<file path="src/rtl/smb_regif_pkg.sv">
package smb_regif_pkg;

  // Byte-level phases of the serial link.
  typedef enum logic [2:0] {
    ST_IDLE,    // not addressed; wait for a start
    ST_RX,      // shifting in a byte from the master
    ST_RX_ACK,  // acknowledging a received byte
    ST_TX,      // shifting out a register byte
    ST_TX_ACK   // sampling the master acknowledge
  } smb_state_e;

  localparam int unsigned BYTE_W = 8;

endpackage

</file>
<file path="src/rtl/smb_line_sync.sv">
module smb_line_sync #(
  parameter int unsigned STAGES = 2
) (
  input  logic clk,
  input  logic rst_n,
  input  logic line_i,
  output logic lvl_o,
  output logic rise_o,
  output logic fall_o
);

  logic [STAGES-1:0] chain_q, chain_d;
  logic              prev_q, prev_d;

  always_comb begin
    if (STAGES > 1) chain_d = {chain_q[STAGES-2:0], line_i};
    else            chain_d = line_i;
    prev_d = chain_q[STAGES-1];
  end

  // Idle bus level is high, so reset to ones.
  always_ff @(posedge clk or negedge rst_n) begin
    if (!rst_n) begin
      chain_q <= '1;
      prev_q  <= 1'b1;
    end else begin
      chain_q <= chain_d;
      prev_q  <= prev_d;
    end
  end

  assign lvl_o  = chain_q[STAGES-1];
  assign rise_o = chain_q[STAGES-1] & ~prev_q;
  assign fall_o = ~chain_q[STAGES-1] & prev_q;

endmodule

</file>
<file path="src/rtl/smb_id_bank.sv">
module smb_id_bank #(
  parameter logic [7:0] ID_BASE = 8'hF4,
  parameter logic [7:0] ID_V0   = 8'h41,
  parameter logic [7:0] ID_V1   = 8'h02,
  parameter logic [7:0] ID_V2   = 8'h00,
  parameter logic [7:0] ID_V3   = 8'h00
) (
  input  logic [7:0] addr_i,
  output logic       hit_o,
  output logic [7:0] data_o
);

  always_comb begin
    hit_o = (addr_i[7:2] == ID_BASE[7:2]);
    unique case (addr_i[1:0])
      2'd0:    data_o = ID_V0;
      2'd1:    data_o = ID_V1;
      2'd2:    data_o = ID_V2;
      default: data_o = ID_V3;
    endcase
  end

endmodule

</file>
<file path="src/rtl/smb_link.sv">
module smb_link
  import smb_regif_pkg::*;
#(
  parameter int unsigned STRAP_W    = 2,
  parameter logic [6-STRAP_W:0] ADDR_FIXED = 5'b00111
) (
  input  logic               clk,
  input  logic               rst_n,
  input  logic               scl_lvl_i,
  input  logic               scl_rise_i,
  input  logic               scl_fall_i,
  input  logic               sda_lvl_i,
  input  logic               sda_rise_i,
  input  logic               sda_fall_i,
  input  logic [STRAP_W-1:0] strap_i,
  input  logic [BYTE_W-1:0]  rd_data_i,
  input  logic               protect_i,
  output logic               pull_o,
  output logic [BYTE_W-1:0]  ptr_o,
  output logic               wr_o,
  output logic [BYTE_W-1:0]  wdata_o,
  output smb_state_e         state_o
);

  localparam int unsigned CNT_W    = 4;
  localparam logic [CNT_W-1:0] LAST_RX = CNT_W'(BYTE_W - 1);
  localparam logic [CNT_W-1:0] LAST_TX = CNT_W'(BYTE_W);

  smb_state_e        state_q, state_d;
  logic [CNT_W-1:0]  cnt_q, cnt_d;
  logic [BYTE_W-1:0] sh_q, sh_d;
  logic [BYTE_W-1:0] tx_q, tx_d;
  logic [BYTE_W-1:0] ptr_q, ptr_d;
  logic [BYTE_W-1:0] wdata_q, wdata_d;
  logic              rw_q, rw_d;
  logic              cmd_q, cmd_d;
  logic              addr_q, addr_d;
  logic              pull_q, pull_d;
  logic              mack_q, mack_d;
  logic              wr_q, wr_d;
  logic              inc_q, inc_d;

  logic              start_det, stop_det;
  logic [BYTE_W-1:0] rx_byte;

  assign start_det = sda_fall_i & scl_lvl_i;
  assign stop_det  = sda_rise_i & scl_lvl_i;
  assign rx_byte   = {sh_q[BYTE_W-2:0], sda_lvl_i};

  always_comb begin
    state_d = state_q;
    cnt_d   = cnt_q;
    sh_d    = sh_q;
    tx_d    = tx_q;
    ptr_d   = ptr_q;
    wdata_d = wdata_q;
    rw_d    = rw_q;
    cmd_d   = cmd_q;
    addr_d  = addr_q;
    pull_d  = pull_q;
    mack_d  = mack_q;
    wr_d    = 1'b0;
    inc_d   = 1'b0;

    if (inc_q) ptr_d = ptr_q + 1'b1;

    if (start_det) begin
      state_d = ST_RX;
      cnt_d   = '0;
      addr_d  = 1'b1;
      pull_d  = 1'b0;
    end else if (stop_det) begin
      state_d = ST_IDLE;
      pull_d  = 1'b0;
    end else begin
      unique case (state_q)
        ST_RX: begin
          if (scl_rise_i) begin
            sh_d  = rx_byte;
            cnt_d = cnt_q + 1'b1;
            if (cnt_q == LAST_RX) begin
              cnt_d   = '0;
              state_d = ST_RX_ACK;
              if (addr_q) begin
                addr_d = 1'b0;
                if (rx_byte[BYTE_W-1:1] == {ADDR_FIXED, strap_i}) begin
                  rw_d  = rx_byte[0];
                  cmd_d = ~rx_byte[0];
                end else begin
                  state_d = ST_IDLE;
                end
              end else if (cmd_q) begin
                cmd_d = 1'b0;
                ptr_d = rx_byte;
              end else begin
                inc_d = 1'b1;
                if (!protect_i) begin
                  wr_d    = 1'b1;
                  wdata_d = rx_byte;
                end
              end
            end
          end
        end
        ST_RX_ACK: begin
          if (scl_fall_i) begin
            if (!pull_q) begin
              pull_d = 1'b1;
            end else begin
              pull_d = 1'b0;
              cnt_d  = '0;
              if (rw_q) begin
                tx_d    = rd_data_i;
                pull_d  = ~rd_data_i[BYTE_W-1];
                state_d = ST_TX;
              end else begin
                state_d = ST_RX;
              end
            end
          end
        end
        ST_TX: begin
          if (scl_rise_i) begin
            cnt_d = cnt_q + 1'b1;
          end else if (scl_fall_i) begin
            if (cnt_q == LAST_TX) begin
              pull_d  = 1'b0;
              inc_d   = 1'b1;
              state_d = ST_TX_ACK;
            end else begin
              pull_d = ~tx_q[3'd7 - cnt_q[2:0]];
            end
          end
        end
        ST_TX_ACK: begin
          if (scl_rise_i) begin
            mack_d = ~sda_lvl_i;
          end else if (scl_fall_i) begin
            if (mack_q) begin
              tx_d    = rd_data_i;
              pull_d  = ~rd_data_i[BYTE_W-1];
              cnt_d   = '0;
              state_d = ST_TX;
            end else begin
              state_d = ST_IDLE;
            end
          end
        end
        default: begin
          state_d = ST_IDLE;
          pull_d  = 1'b0;
        end
      endcase
    end
  end

  always_ff @(posedge clk or negedge rst_n) begin
    if (!rst_n) begin
      state_q <= ST_IDLE;
      cnt_q   <= '0;
      sh_q    <= '0;
      tx_q    <= '0;
      ptr_q   <= '0;
      wdata_q <= '0;
      rw_q    <= 1'b0;
      cmd_q   <= 1'b0;
      addr_q  <= 1'b0;
      pull_q  <= 1'b0;
      mack_q  <= 1'b0;
      wr_q    <= 1'b0;
      inc_q   <= 1'b0;
    end else begin
      state_q <= state_d;
      cnt_q   <= cnt_d;
      sh_q    <= sh_d;
      tx_q    <= tx_d;
      ptr_q   <= ptr_d;
      wdata_q <= wdata_d;
      rw_q    <= rw_d;
      cmd_q   <= cmd_d;
      addr_q  <= addr_d;
      pull_q  <= pull_d;
      mack_q  <= mack_d;
      wr_q    <= wr_d;
      inc_q   <= inc_d;
    end
  end

  assign pull_o  = pull_q;
  assign ptr_o   = ptr_q;
  assign wr_o    = wr_q;
  assign wdata_o = wdata_q;
  assign state_o = state_q;

endmodule

</file>
<file path="src/rtl/smb_slave_regif.sv">
module smb_slave_regif
  import smb_regif_pkg::*;
#(
  parameter int unsigned SYNC_STAGES = 2,
  parameter int unsigned STRAP_W     = 2,
  parameter logic [6-STRAP_W:0] ADDR_FIXED = 5'b00111,
  parameter logic [7:0]  ID_BASE     = 8'hF4
) (
  input  logic               clk,
  input  logic               rst_n,
  input  logic               scl_i,
  input  logic               sda_i,
  output logic               sda_pull_o,
  input  logic [STRAP_W-1:0] strap_i,
  output logic               reg_wr_o,
  output logic [7:0]         reg_addr_o,
  output logic [7:0]         reg_wdata_o,
  input  logic [7:0]         reg_rdata_i
);

  localparam int unsigned N_LINES = 2;
  localparam int unsigned IDX_SCL = 0;
  localparam int unsigned IDX_SDA = 1;

  logic [N_LINES-1:0] line_raw, line_lvl, line_rise, line_fall;

  assign line_raw = {sda_i, scl_i};

  for (genvar g = 0; g < N_LINES; g++) begin : g_sync
    smb_line_sync #(.STAGES(SYNC_STAGES)) sync_i (
      .clk    (clk),
      .rst_n  (rst_n),
      .line_i (line_raw[g]),
      .lvl_o  (line_lvl[g]),
      .rise_o (line_rise[g]),
      .fall_o (line_fall[g])
    );
  end

  logic       scl_lvl, sda_rise;
  logic       id_hit;
  logic [7:0] id_data, rd_mux;
  logic [7:0] ptr;
  smb_state_e link_state;

  assign scl_lvl  = line_lvl[IDX_SCL];
  assign sda_rise = line_rise[IDX_SDA];

  smb_id_bank #(.ID_BASE(ID_BASE)) id_i (
    .addr_i (ptr),
    .hit_o  (id_hit),
    .data_o (id_data)
  );

  assign rd_mux = id_hit ? id_data : reg_rdata_i;

  smb_link #(.STRAP_W(STRAP_W), .ADDR_FIXED(ADDR_FIXED)) link_i (
    .clk        (clk),
    .rst_n      (rst_n),
    .scl_lvl_i  (scl_lvl),
    .scl_rise_i (line_rise[IDX_SCL]),
    .scl_fall_i (line_fall[IDX_SCL]),
    .sda_lvl_i  (line_lvl[IDX_SDA]),
    .sda_rise_i (sda_rise),
    .sda_fall_i (line_fall[IDX_SDA]),
    .strap_i    (strap_i),
    .rd_data_i  (rd_mux),
    .protect_i  (id_hit),
    .pull_o     (sda_pull_o),
    .ptr_o      (ptr),
    .wr_o       (reg_wr_o),
    .wdata_o    (reg_wdata_o),
    .state_o    (link_state)
  );

  assign reg_addr_o = ptr;

endmodule

</file>
<file path="config.mk">
export PLATFORM = sky130hd
export DESIGN_NAME = smb_slave_regif
export DESIGN_NICKNAME = d
export VERILOG_FILES = /design/src/rtl/smb_regif_pkg.sv /design/src/rtl/smb_line_sync.sv /design/src/rtl/smb_id_bank.sv /design/src/rtl/smb_link.sv /design/src/rtl/smb_slave_regif.sv
export SDC_FILE = /design/constraint.sdc
export NUM_CORES = 1
export LEC_CHECK = 0
export CELL_PAD_IN_SITES_DETAIL_PLACEMENT = 1
export CELL_PAD_IN_SITES_GLOBAL_PLACEMENT = 2
export CORE_ASPECT_RATIO = 1.4
export CORE_MARGIN = 10
export CORE_UTILIZATION = 30
export CTS_CLUSTER_DIAMETER = 100
export DETAILED_ROUTE_END_ITERATION = 6
export GPL_ROUTABILITY_DRIVEN = 0
export PLACE_DENSITY_LB_ADDON = 0.1
export SKIP_CTS_REPAIR_TIMING = 1
export SYNTH_ARGS = -nofsm -noshare
export SYNTH_HDL_FRONTEND = slang
export SYNTH_SLANG_ARGS = --single-unit
</file>
<file path="constraint.sdc">
create_clock -name clk -period 5.6 [get_ports clk]
set_input_delay 0.56 -clock clk [delete_from_list [all_inputs] [get_ports clk]]
set_output_delay 0.56 -clock clk [all_outputs]
set_load 0.02 [all_outputs]
</file>
==> reports/summary.json <==
{
  "result_of_the_run": {"value": "completed"},
  "number_of_nets_in_the_final_layout": {"value": 295},
  "layout.cells.most_common": {"value": "dfrtp_1"},
  "hpwlAfterDp": {"value": 5290, "unit": "µm"},
  "synth-edff-count": {"value": 0},
  "row_count": {"value": 40},
  "synth.cell_area": {"value": 0.00269, "unit": "mm²"},
  "ff_latch_area": {"value": 0.00128, "unit": "mm²"},
  "min_from": {"value": "g_sync[0].sync_i.chain_q[0]$_DFF_PN1_"},
  "combinational_family_with_the_most_area_after_synthesis": {"value": "simple AND/OR/NAND/NOR gates"},
  "die_y": {"value": 132, "unit": "µm"},
  "final_cell_count_no_fill": {"value": 382},
  "multiInputGateArea": {"value": 0.00134, "unit": "mm²"},
  "max_clock_freq": {"value": 0.403, "unit": "GHz"},
  "crit_path_start_kind": {"value": "flip-flop"},
  "number_of_antenna_violations_at_the_first_check_in_global_routing": {"value": 0},
  "tritoncts_clock_tree": {"value": "yes"},
  "core": {"value": 0.00866, "unit": "mm²"},
  "grt_pass1_wl": {"value": 11900, "unit": "µm"},
  "slowest_delay": {"value": 0.76, "unit": "ns"},
  "numClockSinks": {"value": 51},
  "slew_viol_final": {"value": 0},
  "global_route.overflow_total": {"value": 0},
  "num_antenna_cells": {"value": 0},
  "layout.filler_cells": {"value": 965},
  "synth.net_count": {"value": 263},
  "cp_slowest_cell": {"value": "nor4b_4"},
  "timing.rr.start": {"value": "link_i.cnt_q[0]$_DFFE_PN0P_"},
  "vdd_ir_drop_max": {"value": 0.122, "unit": "mV"},
  "crit_arrival": {"value": 2.65, "unit": "ns"},
  "path_clk_slew": {"value": 0.07, "unit": "ns"},
  "sequential_element_share_of_the_synthesized_area": {"value": 0.478},
  "grt_setup_unrepaired": {"value": "no"},
  "crit_required": {"value": 5.77, "unit": "ns"},
  "effective_utilization_at_floorplan": {"value": 0.310},
  "post-route-period-util": {"value": 0.443},
  "crit_type": {"value": "flip-flop to flip-flop"},
  "final_setup_violating_endpoints": {"value": 0},
  "crit_family": {"value": "simple AND/OR/NAND/NOR gates"},
  "drt_pass1_iterations": {"value": 4},
  "clock_path_buffers": {"value": 2},
  "postSynthCellCount": {"value": 244},
  "overall_via_count_from_detail_route": {"value": 2001},
  "timing.reg2reg.setup_slack": {"value": 3.12, "unit": "ns"},
  "vias_in_the_first_global_route": {"value": 2201},
  "yosys.area_share.simple": {"value": 0.175},
  "layout_common_cells": {"value": "45 x dfrtp_1, 30 x clkdlybuf4s50_1, 21 x nand2_1"},
  "synth_xor_xnor_area_share": {"value": 0.0326},
  "hold_path_end": {"value": "g_sync[0].sync_i.chain_q[1]$_DFF_PN1_"},
  "io_pins": {"value": 32},
  "critical_path_peak_fanout": {"value": 9},
  "synth_compound_area_frac": {"value": 0.120},
  "io_buffers": {"value": 31},
  "ant_nets": {"value": 0},
  "cts_inserted_buffers": {"value": 5},
  "floorplan_die_width": {"value": 100, "unit": "µm"},
  "synthFlopType": {"value": "dfrtp_1"},
  "timing.hold.worst.class": {"value": "flip-flop to flip-flop"},
  "finalCriticalPeriod": {"value": 2.48, "unit": "ns"},
  "grt_start_max_net_pins": {"value": 52},
  "dp.cells": {"value": 374},
  "power-per-cell-area": {"value": 350, "unit": "mW/mm²"},
  "timing.hold.ws": {"value": 0.357, "unit": "ns"},
  "grt_util_all_layers": {"value": 0.112},
  "syn2layout_area_growth": {"value": 20.7, "unit": "%"},
  "layout-drive-gt1-share": {"value": 0.177},
  "worstPathCellList": {"value": "ha_1, nand3b_2, or3_4, nor4b_4, mux2_4"},
  "yosys_warnings": {"value": 0},
  "ys_seq_elements": {"value": 51},
  "die-area": {"value": 0.0132, "unit": "mm²"},
  "worstHoldPathCells": {"value": 0},
  "number_of_distinct_standard_cells_referenced_by_the_synthesized_netlist": {"value": 53},
  "fin_skew": {"value": 0.00672, "unit": "ns"},
  "avgSynthCellArea": {"value": 11.0, "unit": "µm²"},
  "first_iter_violations": {"value": 87},
  "synth.mux.area_fraction": {"value": 0.148},
  "cts_htree_levels": {"value": 2},
  "wl_per_cell": {"value": 18.9, "unit": "µm"},
  "timing.reg2reg.worst_path_depth": {"value": 5},
  "insertion_delay": {"value": 0.29, "unit": "ns"},
  "drv.max_cap_violation_count": {"value": 0},
  "root_buffer": {"value": "clkbuf_16"},
  "power.leakage": {"value": 1.35, "unit": "nW"},
  "hold_vio_cnt_final": {"value": 0},
  "postRouteWirelength": {"value": 7220, "unit": "µm"},
  "fin_tns_setup": {"value": 0, "unit": "ns"},
  "timing_worst_slew_pin_value": {"value": 0.834, "unit": "ns"},
  "endpoint_kind": {"value": "flip-flop"},
  "worst_slew_margin_rel": {"value": 0.442},
  "post_synthesis_async_set_or_reset_flop_share": {"value": 1.00},
  "vias_per_cell": {"value": 5.24},
  "worst_r2r_dst": {"value": "link_i.wdata_o[4]$_DFFE_PN0P_"},
  "crit_path_buffers_inverters": {"value": 0},
  "adder_and_majority_gate_portion_of_the_synthesized_area": {"value": 0.0233},
  "remaining_drc_errors": {"value": 0}
}
==> metrics by stage <==
stage | setup WS, ns | area [µm²] | util | power [mW]
3_5_place_dp | 3.10 | 3100 | 0.358 | 0.841
6_report | 3.12 | 3240 | 0.374 | 1.14
4_1_cts | 3.10 | 3240 | 0.374 | 1.16
2_1_floorplan | 3.39 | 2690 | - | 0.731
5_1_grt | 2.98 | 3240 | 0.374 | 1.21
3_3_place_gp | 3.17 | 3100 | 0.358 | 0.843
==> area by class of cell <==
class	count	area share
multi-input cells	177	0.413
flip-flops and latches	51	0.396
repair buffers	32	0.0965
well taps	105	0.0405
clock buffers	6	0.0398
inverters	9	0.0104
clock inverters	2	0.00386
==> Yosys cell counts (all sizes together) (2+ instances only) <==
cell type	number	area share
o31ai	2	0.0056
xnor2	2	0.0065
buf	3	0.0056
o221ai	2	0.0065
inv	9	0.013
and2	2	0.0047
nand2b	5	0.012
o21ai	8	0.015
mux2i	4	0.015
a21oi	13	0.024
mux2	25	0.12
clkbuf	4	0.0056
nor2b	9	0.021
nor3	2	0.0037
ha	5	0.023
a22o	2	0.0065
o22ai	2	0.0047
nand4b	4	0.013
xor2	8	0.026
o211ai	3	0.0084
mux4	2	0.017
nand3	9	0.017
a21o	2	0.0056
and3	2	0.0047
nand4	3	0.0070
nand2	21	0.029
dfstp	6	0.059
nand3b	2	0.0070
nor2	18	0.025
dfrtp	45	0.42
==> where the power goes <==
part           internal, mW  switching, mW
combinational         0.157          0.145
sequential            0.428          0.102
clock                 0.165          0.138
total                 0.750          0.385
==> flip-flops by register name, indices dropped and copies added (netlist names), 2 cells and up <==
signal / flops
g_sync.sync_i.prev_q: 2
link_i.tx_q: 8
g_sync.sync_i.chain_q: 4
link_i.state_o: 3
link_i.cnt_q: 4
link_i.sh_q: 7
link_i.wdata_o: 8
link_i.ptr_o: 8
==> worst register-to-register path: cells and delay by family (launching register included) <==
family | cells | cell delay [ns]
and+or+nand+nor | 3 | 1.28
DFF | 1 | 0.48
muxes | 1 | 0.36
adders and majority gates | 1 | 0.26
==> cell families after synthesis <==
| family | after synthesis |
|---|---|
| compound gates | 47 |
| xor+xnor | 10 |
| fa+ha+maj | 5 |
| buf+inv | 16 |
| flops | 51 |
| mux | 31 |
| simple gates | 84 |
==> layer usage <==
| metal | up-vias | share of wire | GRT usage |
|---|---|---|---|
| met5 | - | 0 | 0 |
| met1 | 1026 | 0.43 | 0.134 |
| met3 | 5 | 0.041 | 0.0315 |
| li1 | 939 | - | - |
| met4 | 0 | 0.0087 | 0.0283 |
| met2 | 31 | 0.52 | 0.190 |
==> worst max-delay path by stage <==
stage          depth (start not counted)  slack (ns)                       endpoint                         from
2_1_floorplan                          5        3.39  link_i.wdata_o[0]$_DFFE_PN0P_  link_i.cnt_q[0]$_DFFE_PN0P_
3_3_place_gp                           5        3.17  link_i.wdata_o[6]$_DFFE_PN0P_  link_i.cnt_q[0]$_DFFE_PN0P_
3_5_place_dp                           5        3.10  link_i.wdata_o[5]$_DFFE_PN0P_  link_i.cnt_q[0]$_DFFE_PN0P_
4_1_cts                                5        3.10  link_i.wdata_o[4]$_DFFE_PN0P_  link_i.cnt_q[0]$_DFFE_PN0P_
5_1_grt                                5        2.98  link_i.wdata_o[4]$_DFFE_PN0P_  link_i.cnt_q[0]$_DFFE_PN0P_
6_report                               5        3.12  link_i.wdata_o[4]$_DFFE_PN0P_  link_i.cnt_q[0]$_DFFE_PN0P_
Note: power is estimated with default switching activity, not from simulation.
